## config.mk

```make
export PLATFORM = sky130hd
export DESIGN_NAME = duty_mean_counter
export DESIGN_NICKNAME = d
export VERILOG_FILES = /design/src/rtl/dpc_pkg.sv /design/src/rtl/dpc_sync.sv /design/src/rtl/dpc_count_source.sv /design/src/rtl/dpc_decade_chain.sv /design/src/rtl/duty_mean_counter.sv
export SDC_FILE = /design/constraint.sdc
export NUM_CORES = 1
export LEC_CHECK = 0
export BUFFER_PORTS_ARGS = -buffer_cell sky130_fd_sc_hd__buf_4
export CAP_MARGIN = 10
export CORE_MARGIN = 2
export CORE_UTILIZATION = 52
export DETAILED_ROUTE_END_ITERATION = 10
export GPL_TIMING_DRIVEN = 0
export HOLD_SLACK_MARGIN = 0.06
export PLACE_DENSITY = 0.76
export SETUP_SLACK_MARGIN = 0.05
export SLEW_MARGIN = 15
export SYNTH_ARGS = -nofsm -noshare
export SYNTH_HDL_FRONTEND = slang
export SYNTH_SLANG_ARGS = --single-unit
```

## constraint.sdc

```tcl
create_clock -name clk -period 1.7 [get_ports clk]
set_input_delay 0.34 -clock clk [delete_from_list [all_inputs] [get_ports clk]]
set_output_delay 0.34 -clock clk [all_outputs]
set_load 0.02 [all_outputs]
```

## src/rtl/dpc_pkg.sv

```systemverilog
package dpc_pkg;

    typedef logic [3:0] bcd_t;

    localparam bcd_t BCD_TOP = 4'd9;

    // Decade step: 9 wraps to 0
    function automatic bcd_t bcd_next(bcd_t v);
        return (v >= BCD_TOP) ? 4'd0 : v + 4'd1;
    endfunction

endpackage

```

## src/rtl/dpc_sync.sv

```systemverilog
// Multi-stage synchronizer; RISE selects a rising-edge pulse output
module dpc_sync #(
    parameter int WIDTH  = 2,
    parameter int STAGES = 2,
    parameter bit RISE   = 1'b0
) (
    input  logic             clk,
    input  logic             rst_n,
    input  logic [WIDTH-1:0] din,
    output logic [WIDTH-1:0] q
);

    typedef struct packed {
        logic [STAGES-1:0][WIDTH-1:0] pipe;
    } sync_t;

    sync_t cur_q, nxt_d;

    always_comb begin
        nxt_d         = cur_q;
        nxt_d.pipe[0] = din;
        for (int i = 1; i < STAGES; i++) begin
            nxt_d.pipe[i] = cur_q.pipe[i-1];
        end
    end

    always_ff @(posedge clk or negedge rst_n) begin
        if (!rst_n) cur_q <= '0;
        else        cur_q <= nxt_d;
    end

    generate
        if (RISE) begin : g_rise
            logic [WIDTH-1:0] last_q;
            always_ff @(posedge clk or negedge rst_n) begin
                if (!rst_n) last_q <= '0;
                else        last_q <= cur_q.pipe[STAGES-1];
            end
            assign q = cur_q.pipe[STAGES-1] & ~last_q;
        end else begin : g_level
            assign q = cur_q.pipe[STAGES-1];
        end
    endgenerate

endmodule

```

## src/rtl/dpc_count_source.sv

```systemverilog
// Source selection in gate form: period-flag fold, clock gating, mode steering
module dpc_count_source (
    input  logic freq_mode,
    input  logic conv_rise,
    input  logic data_lvl,
    input  logic flag_lvl,
    input  logic cmp_rise,
    output logic pulse
);

    logic folded;
    logic conv_gate_n;
    logic conv_path_n;
    logic cmp_path_n;

    // Second period inverts the data
    assign folded      = data_lvl ^ flag_lvl;
    // Active-low gated converter tick
    assign conv_gate_n = ~(conv_rise & folded);
    // Frequency mode parks the converter path at its idle level
    assign conv_path_n = conv_gate_n | freq_mode;
    assign cmp_path_n  = ~(cmp_rise & freq_mode);
    // Final combining stage restores an active-high pulse
    assign pulse       = ~(conv_path_n & cmp_path_n);

endmodule

```

## src/rtl/dpc_decade_chain.sv

```systemverilog
// Cascaded BCD decade stages with a sticky wrap flag
module dpc_decade_chain
    import dpc_pkg::*;
#(
    parameter int NUM_DIGITS = 2
) (
    input  logic                    clk,
    input  logic                    rst_n,
    input  logic                    clear,
    input  logic                    step,
    output logic [4*NUM_DIGITS-1:0] digits,
    output logic                    overflow
);

    typedef struct packed {
        logic [NUM_DIGITS-1:0][3:0] dig;
        logic                       ovf;
    } chain_t;

    chain_t cur_q, nxt_d;

    logic [NUM_DIGITS:0]        carry;
    logic [NUM_DIGITS-1:0][3:0] stepped;

    assign carry[0] = step;

    generate
        for (genvar g = 0; g < NUM_DIGITS; g++) begin : g_digit
            assign carry[g+1]  = carry[g] & (cur_q.dig[g] == BCD_TOP);
            assign stepped[g]  = carry[g] ? bcd_next(cur_q.dig[g]) : cur_q.dig[g];
        end
    endgenerate

    always_comb begin
        nxt_d = cur_q;
        if (clear) begin
            nxt_d.dig = '0;
            nxt_d.ovf = 1'b0;
        end else begin
            nxt_d.dig = stepped;
            nxt_d.ovf = cur_q.ovf | carry[NUM_DIGITS];
        end
    end

    always_ff @(posedge clk or negedge rst_n) begin
        if (!rst_n) cur_q <= '0;
        else        cur_q <= nxt_d;
    end

    assign digits   = cur_q.dig;
    assign overflow = cur_q.ovf;

endmodule

```

## src/rtl/duty_mean_counter.sv

```systemverilog
module duty_mean_counter
    import dpc_pkg::*;
#(
    parameter int NUM_DIGITS  = 2,
    parameter int SYNC_STAGES = 2
) (
    input  logic                    clk,
    input  logic                    rst_n,
    input  logic                    mode_sel,
    input  logic                    clear,
    input  logic                    count_en,
    input  logic                    conv_clk,
    input  logic                    conv_data,
    input  logic                    period_flag,
    input  logic                    cmp_in,
    output logic [4*NUM_DIGITS-1:0] count_bcd,
    output logic                    overflow,
    output logic                    count_valid
);

    localparam int EDGE_W  = 2;
    localparam int LEVEL_W = 2;

    typedef struct packed {
        logic freq_mode;
        logic en_prev;
        logic valid;
    } ctl_t;

    ctl_t ctl_q, ctl_d;

    logic [EDGE_W-1:0]  edges;
    logic [LEVEL_W-1:0] levels;
    logic               pulse;
    logic               step;
    logic               active_mode;

    // Edge sources: bit 0 converter clock, bit 1 comparator
    dpc_sync #(
        .WIDTH  (EDGE_W),
        .STAGES (SYNC_STAGES),
        .RISE   (1'b1)
    ) u_edge_sync (
        .clk   (clk),
        .rst_n (rst_n),
        .din   ({cmp_in, conv_clk}),
        .q     (edges)
    );

    // Level sources share the same depth so data lines up with its clock
    dpc_sync #(
        .WIDTH  (LEVEL_W),
        .STAGES (SYNC_STAGES),
        .RISE   (1'b0)
    ) u_level_sync (
        .clk   (clk),
        .rst_n (rst_n),
        .din   ({period_flag, conv_data}),
        .q     (levels)
    );

    dpc_count_source u_source (
        .freq_mode (ctl_q.freq_mode),
        .conv_rise (edges[0]),
        .data_lvl  (levels[0]),
        .flag_lvl  (levels[1]),
        .cmp_rise  (edges[1]),
        .pulse     (pulse)
    );

    assign step = pulse & count_en & ~clear;

    dpc_decade_chain #(
        .NUM_DIGITS (NUM_DIGITS)
    ) u_chain (
        .clk      (clk),
        .rst_n    (rst_n),
        .clear    (clear),
        .step     (step),
        .digits   (count_bcd),
        .overflow (overflow)
    );

    always_comb begin
        ctl_d         = ctl_q;
        ctl_d.en_prev = count_en;
        if (clear) begin
            ctl_d.freq_mode = mode_sel;
            ctl_d.valid     = 1'b0;
        end else if (ctl_q.en_prev && !count_en) begin
            ctl_d.valid = 1'b1;
        end else if (!ctl_q.en_prev && count_en) begin
            ctl_d.valid = 1'b0;
        end
    end

    always_ff @(posedge clk or negedge rst_n) begin
        if (!rst_n) ctl_q <= '0;
        else        ctl_q <= ctl_d;
    end

    assign active_mode = ctl_q.freq_mode;
    assign count_valid = ctl_q.valid;

endmodule

```

Word-level counts from Yosys, hierarchy flattened
Cells that the tools add are included.
- add/subtract/negate cells: 2
- magnitude comparators: 2
- equal/unequal tests: 2
- mux-type cells: 8
- bitwise logic cells: 16
- reduce and logical (&&, ||, !) cells: 7
- operator list (kind ; number):
    two-way mux 4 bit ; 4
    two-way mux 9 bit ; 1
    adder 4 x 1 -> 4 bit, second input constant ; 2
    equality test 4 bit, second input constant ; 2
    >= comparator 4 bit, second input constant ; 2
    bitwise AND 1 bit ; 7
    NOT 1 bit ; 4
    nonzero test 2 bit ; 2
    two-way mux 1 bit ; 3
    nonzero test 3 bit ; 1
    bitwise AND 2 bit ; 1
    logical AND 1 bit ; 2
    zero test 1 bit ; 2
    NOT 2 bit ; 1
    OR 1 bit ; 2
    bitwise XOR 1 bit ; 1
- flip-flop bits (word level): 22
- input port bits: 9

Longest topological paths before layout
- depth after elaboration: 13
- gate-level depth with buffers: 6
- mapped depth without buffers: 6

Cells and area by module
A second synthesis with hierarchy kept.
- cells, all modules: 89
- area total of the unflattened synthesis: 1013.5 sq um
- modules (own cells, without submodules) (module ; instances ; cells an instance ; area an instance (sq um) ; sequential area each (sq um)):
    dpc_decade_chain ; 1 ; 61 ; 568.0 ; 225.2
    dpc_sync (u_edge_sync) ; 1 ; 8 ; 177.7 ; 150.1
    duty_mean_counter ; 1 ; 10 ; 128.9 ; 75.1
    dpc_sync (u_level_sync) ; 1 ; 6 ; 115.1 ; 100.1
    dpc_count_source ; 1 ; 4 ; 23.8 ; 0.0

Least setup slack after synthesis
No wires, ideal clock.
- path kind: flip-flop to flip-flop
- start point: register u_chain.cur_q (netlist bit u_chain.digits[1])
- end point: register u_chain.cur_q (netlist bit u_chain.digits[3])
- setup time: 0.077 ns
- data arrival time: 1.495 ns
- required time: 1.623 ns
- setup slack: 0.128 ns
- stages on the path, launching flop included: 7
- period minus slack after synthesis: 1.572 ns
- path through: dfrtp_1 -> inv_1 -> ha_1 -> or3b_1 -> a21boi_0 -> o21ai_0 -> a21oi_1
- cells in the longest elaborated chain, start to end: 4
- RTL lines (what ; line ; RTL):
    start, declared ; dpc_decade_chain.sv:20 ; chain_t cur_q, nxt_d;
    start signal, assigned ; dpc_decade_chain.sv:47 ; else cur_q <= nxt_d;
    adder 4 x 1 -> 4 bit / >= comparator 4 bit (equally long branches) ; dpc_pkg.sv:9 ; return (v >= BCD_TOP) ? 4'd0 : v + 4'd1;
    two-way mux 4 bit * ; dpc_pkg.sv:9 ;
    two-way mux 4 bit * ; dpc_decade_chain.sv:30 ; assign stepped[g] = carry[g] ? bcd_next(cur_q.dig[g]) : cur_q.dig[g];
    two-way mux 9 bit * ; dpc_decade_chain.sv:36 ; if (clear) begin
Every way passes the cells marked *; elsewhere a longest branch is shown, timed or not. The select of a mux whose other input is x is not followed.
A chain may end at the register's enable or synchronous reset.

Worst setup path after layout
- start point: register u_chain.cur_q (netlist bit u_chain.digits[0])
- end point: register u_chain.cur_q (netlist bit u_chain.digits[3])
The elaborated chain is that of the path after synthesis.

==> flow_summary.json <==
{
  "dr.pass1.iters": 4,
  "fin_crit_ns": 1.56,
  "cts_tree": "yes",
  "fin_util_pct": 68.8,
  "cts_max_path_buffers": 2,
  "path_max_fanout": 7,
  "vdd.ir_drop.worst_uv": 615,
  "fin_crit_sh_pct": 91.7,
  "synth-seq-cells": 22,
  "nets": 123,
  "status": "finished clean",
  "die_area_sq_mm": 0.00225,
  "setup_viol": 0,
  "dr_total_vias": 695,
  "criticalPathCategory": "reg -> reg",
  "required_ns": 1.93,
  "hold_path.class": "in -> reg",
  "diodes": 0,
  "yosys_warnings": 0,
  "grt_max_degree": 23,
  "synth_edf_count": 0,
  "critPathArrivalTime_ns": 1.79,
  "clockRootBuffer": "clkbuf_4",
  "worst-path-buf-inv": 0,
  "wl_um": 1580,
  "fmax_mhz": 642,
  "cts_buffers": 3,
  "clock_skew_ns": 0.00906,
  "clk_pin_slew_ns": 0.12,
  "area_growth_syn_to_layout_pct": 22.3,
  "grt-ovfl-total": 0,
  "postRouteAntennaNets": 0,
  "core_sq_mm": 0.00175,
  "avgRoutedWirePerCell_um": 12.0,
  "grt_pass1_wl_um": 2750,
  "vias_per_cell": 5.27,
  "p_leak_nw": 0.549,
  "rows": 15,
  "crit_family": "flip-flops",
  "io_pins": 19,
  "post-dp-hpwl_um": 1160,
  "syn_area_sq_um": 982,
  "yosysTopAreaCellShare_pct": 56.1,
  "ys_top_cells_by_area": "dfrtp_1, ha_1, a21oi_1, nand4bb_4, inv_1",
  "fin_tns_setup_ns": 0,
  "layout-drive-gt1-share_pct": 29.9,
  "slew_headroom_pct": 81.9,
  "start_util_pct": 56.3,
  "gp_congestion": 0.802,
  "io_buffers": 17,
  "ys_types": 29,
  "yosys-top-cells-count": "dfrtp_1, inv_1, a21oi_1, ha_1, nand2_1",
  "rrSetupSlack_ns": 0.14,
  "grt_antenna_before_repair": 0,
  "yosysMostFrequentCell": "dfrtp_1",
  "power_density_mw_per_mm2": 755,
  "worstPathCellList": "ha_1 > or3b_1 > a21boi_0 > o21ai_0 > a21oi_1",
  "synth_top_flop_cell": "dfrtp_1",
  "die_x_um": 47.5,
  "die_h_um": 47.5,
  "drc": 0,
  "syn_inst": 84,
  "clock_latency_ns": 0.30,
  "slowest_stage": "dfrtp_2",
  "async_flop_share_pct": 100,
  "hold_viol": 0,
  "cp-end-kind": "flip-flop",
  "synth-seq-area-share_pct": 56.1,
  "yosys.area.top_type": "dfrtp_1",
  "cts_max_level": 1,
  "maxCapViolations": 0,
  "crit_path_start_kind": "flip-flop",
  "drt_iter0_drc": 10,
  "synth_nets": 99,
  "grt_use_total_pct": 17.6,
  "tightest_slew_ns": 0.270,
  "n_fill_cell": 146,
  "cts.sinks": 22,
  "maxSlewViolCount": 0,
  "critical-path-max-stage-delay_ns": 0.47,
  "grt_pass1_vias": 661,
  "avgSynthCellArea_sq_um": 11.7,
  "rsz0062_at_grt": "false"
}
per-layer routing:
metal	vias up	track usage, %	wire, um
met5	-	0	0
met2	12	29.2	782
met3	2	2.26	58
met4	0	6.67	12
li1	339	-	-
met1	342	23.8	730
cells in the final DEF (no fill, tap or decap), types with 3 or more instances in the layout:
cell	instances
a21oi_1	6
buf_4	18
clkbuf_4	3
dfrtp_1	21
ha_1	6
inv_1	7
nand2_1	6
nand3_1	3
nor2_1	5
o21ai_0	4
report_power, final:
part | switching [W] | internal (W) | total, W | leakage (nW)
Combinational | 0.0000389 | 0.0000354 | 0.0000743 | 0.251
Clock | 0.000149 | 0.000130 | 0.000279 | 0.0210
Sequential | 0.0000108 | 0.000542 | 0.000553 | 0.277
Total | 0.000199 | 0.000708 | 0.000906 | 0.549
state kept, by name, summed over array words and instances (netlist names):
name                       count
u_edge_sync.g_rise.last_q      2
u_edge_sync.cur_q              4
count_valid                    1
u_chain.overflow               1
u_level_sync.cur_q             2
u_chain.digits                 8
ctl_q                          1
u_level_sync.q                 2
active_mode                    1
layout make-up:
cell class | count | area (sq um) | share of cell area [%]
flip-flops and latches | 22 | 552 | 45.9
multi-input cells | 54 | 405 | 33.8
repair buffers | 19 | 145 | 12.1
clock buffers | 4 | 36.3 | 3.02
well taps | 25 | 31.3 | 2.60
inverters | 7 | 26.3 | 2.19
plain buffers | 1 | 5.00 | 0.417
stage by stage:
step	hold WS [ns]	std cells	total power (W)	worst slack (ns)	instance area, sq um
after CTS	0.127	131	0.000917	0.102	1190
after detailed placement	0.240	126	0.000637	0.137	1140
after global routing	0.114	132	0.000955	0.0553	1200
after floorplan	0.0444	84	0.000599	0.128	982
after global placement	0.237	126	0.000634	0.181	1140
final	0.134	132	0.000906	0.141	1200
kinds of logic (layout without fill, tap and decap cells):
kind of cell,after synthesis,count (layout),synth area share [%]
AO/OA/AOI/OAI,21,21,14.4
adder cells (fa/ha/maj),6,6,7.64
flip-flops,22,22,56.1
buffers and inverters,8,31,3.18
AND/OR/NAND/NOR,24,24,15.7
XOR/XNOR,1,1,0.892
multiplexers,2,2,2.17
path summary, 6_finish.rpt:
check / from / end / depth (start not counted)
max in group asynchronous: rst_n / u_chain.digits[0] / 2
min in group asynchronous: rst_n / u_level_sync.cur_q[1] / 2
min reg2reg: u_edge_sync.cur_q[0] / u_edge_sync.cur_q[2] / 0
max: u_chain.digits[0] / u_chain.digits[3] / 5
min: period_flag / u_level_sync.cur_q[1] / 1
max reg2reg: u_chain.digits[0] / u_chain.digits[3] / 5
timing repair:
item                       CTS  global route
hold endpoints to repair    22             0
buffers inserted             0             1
setup endpoints to repair    0             4
gates resized for setup      0             2
hold buffers                 1             0
Power figures use the tool's default switching activity.
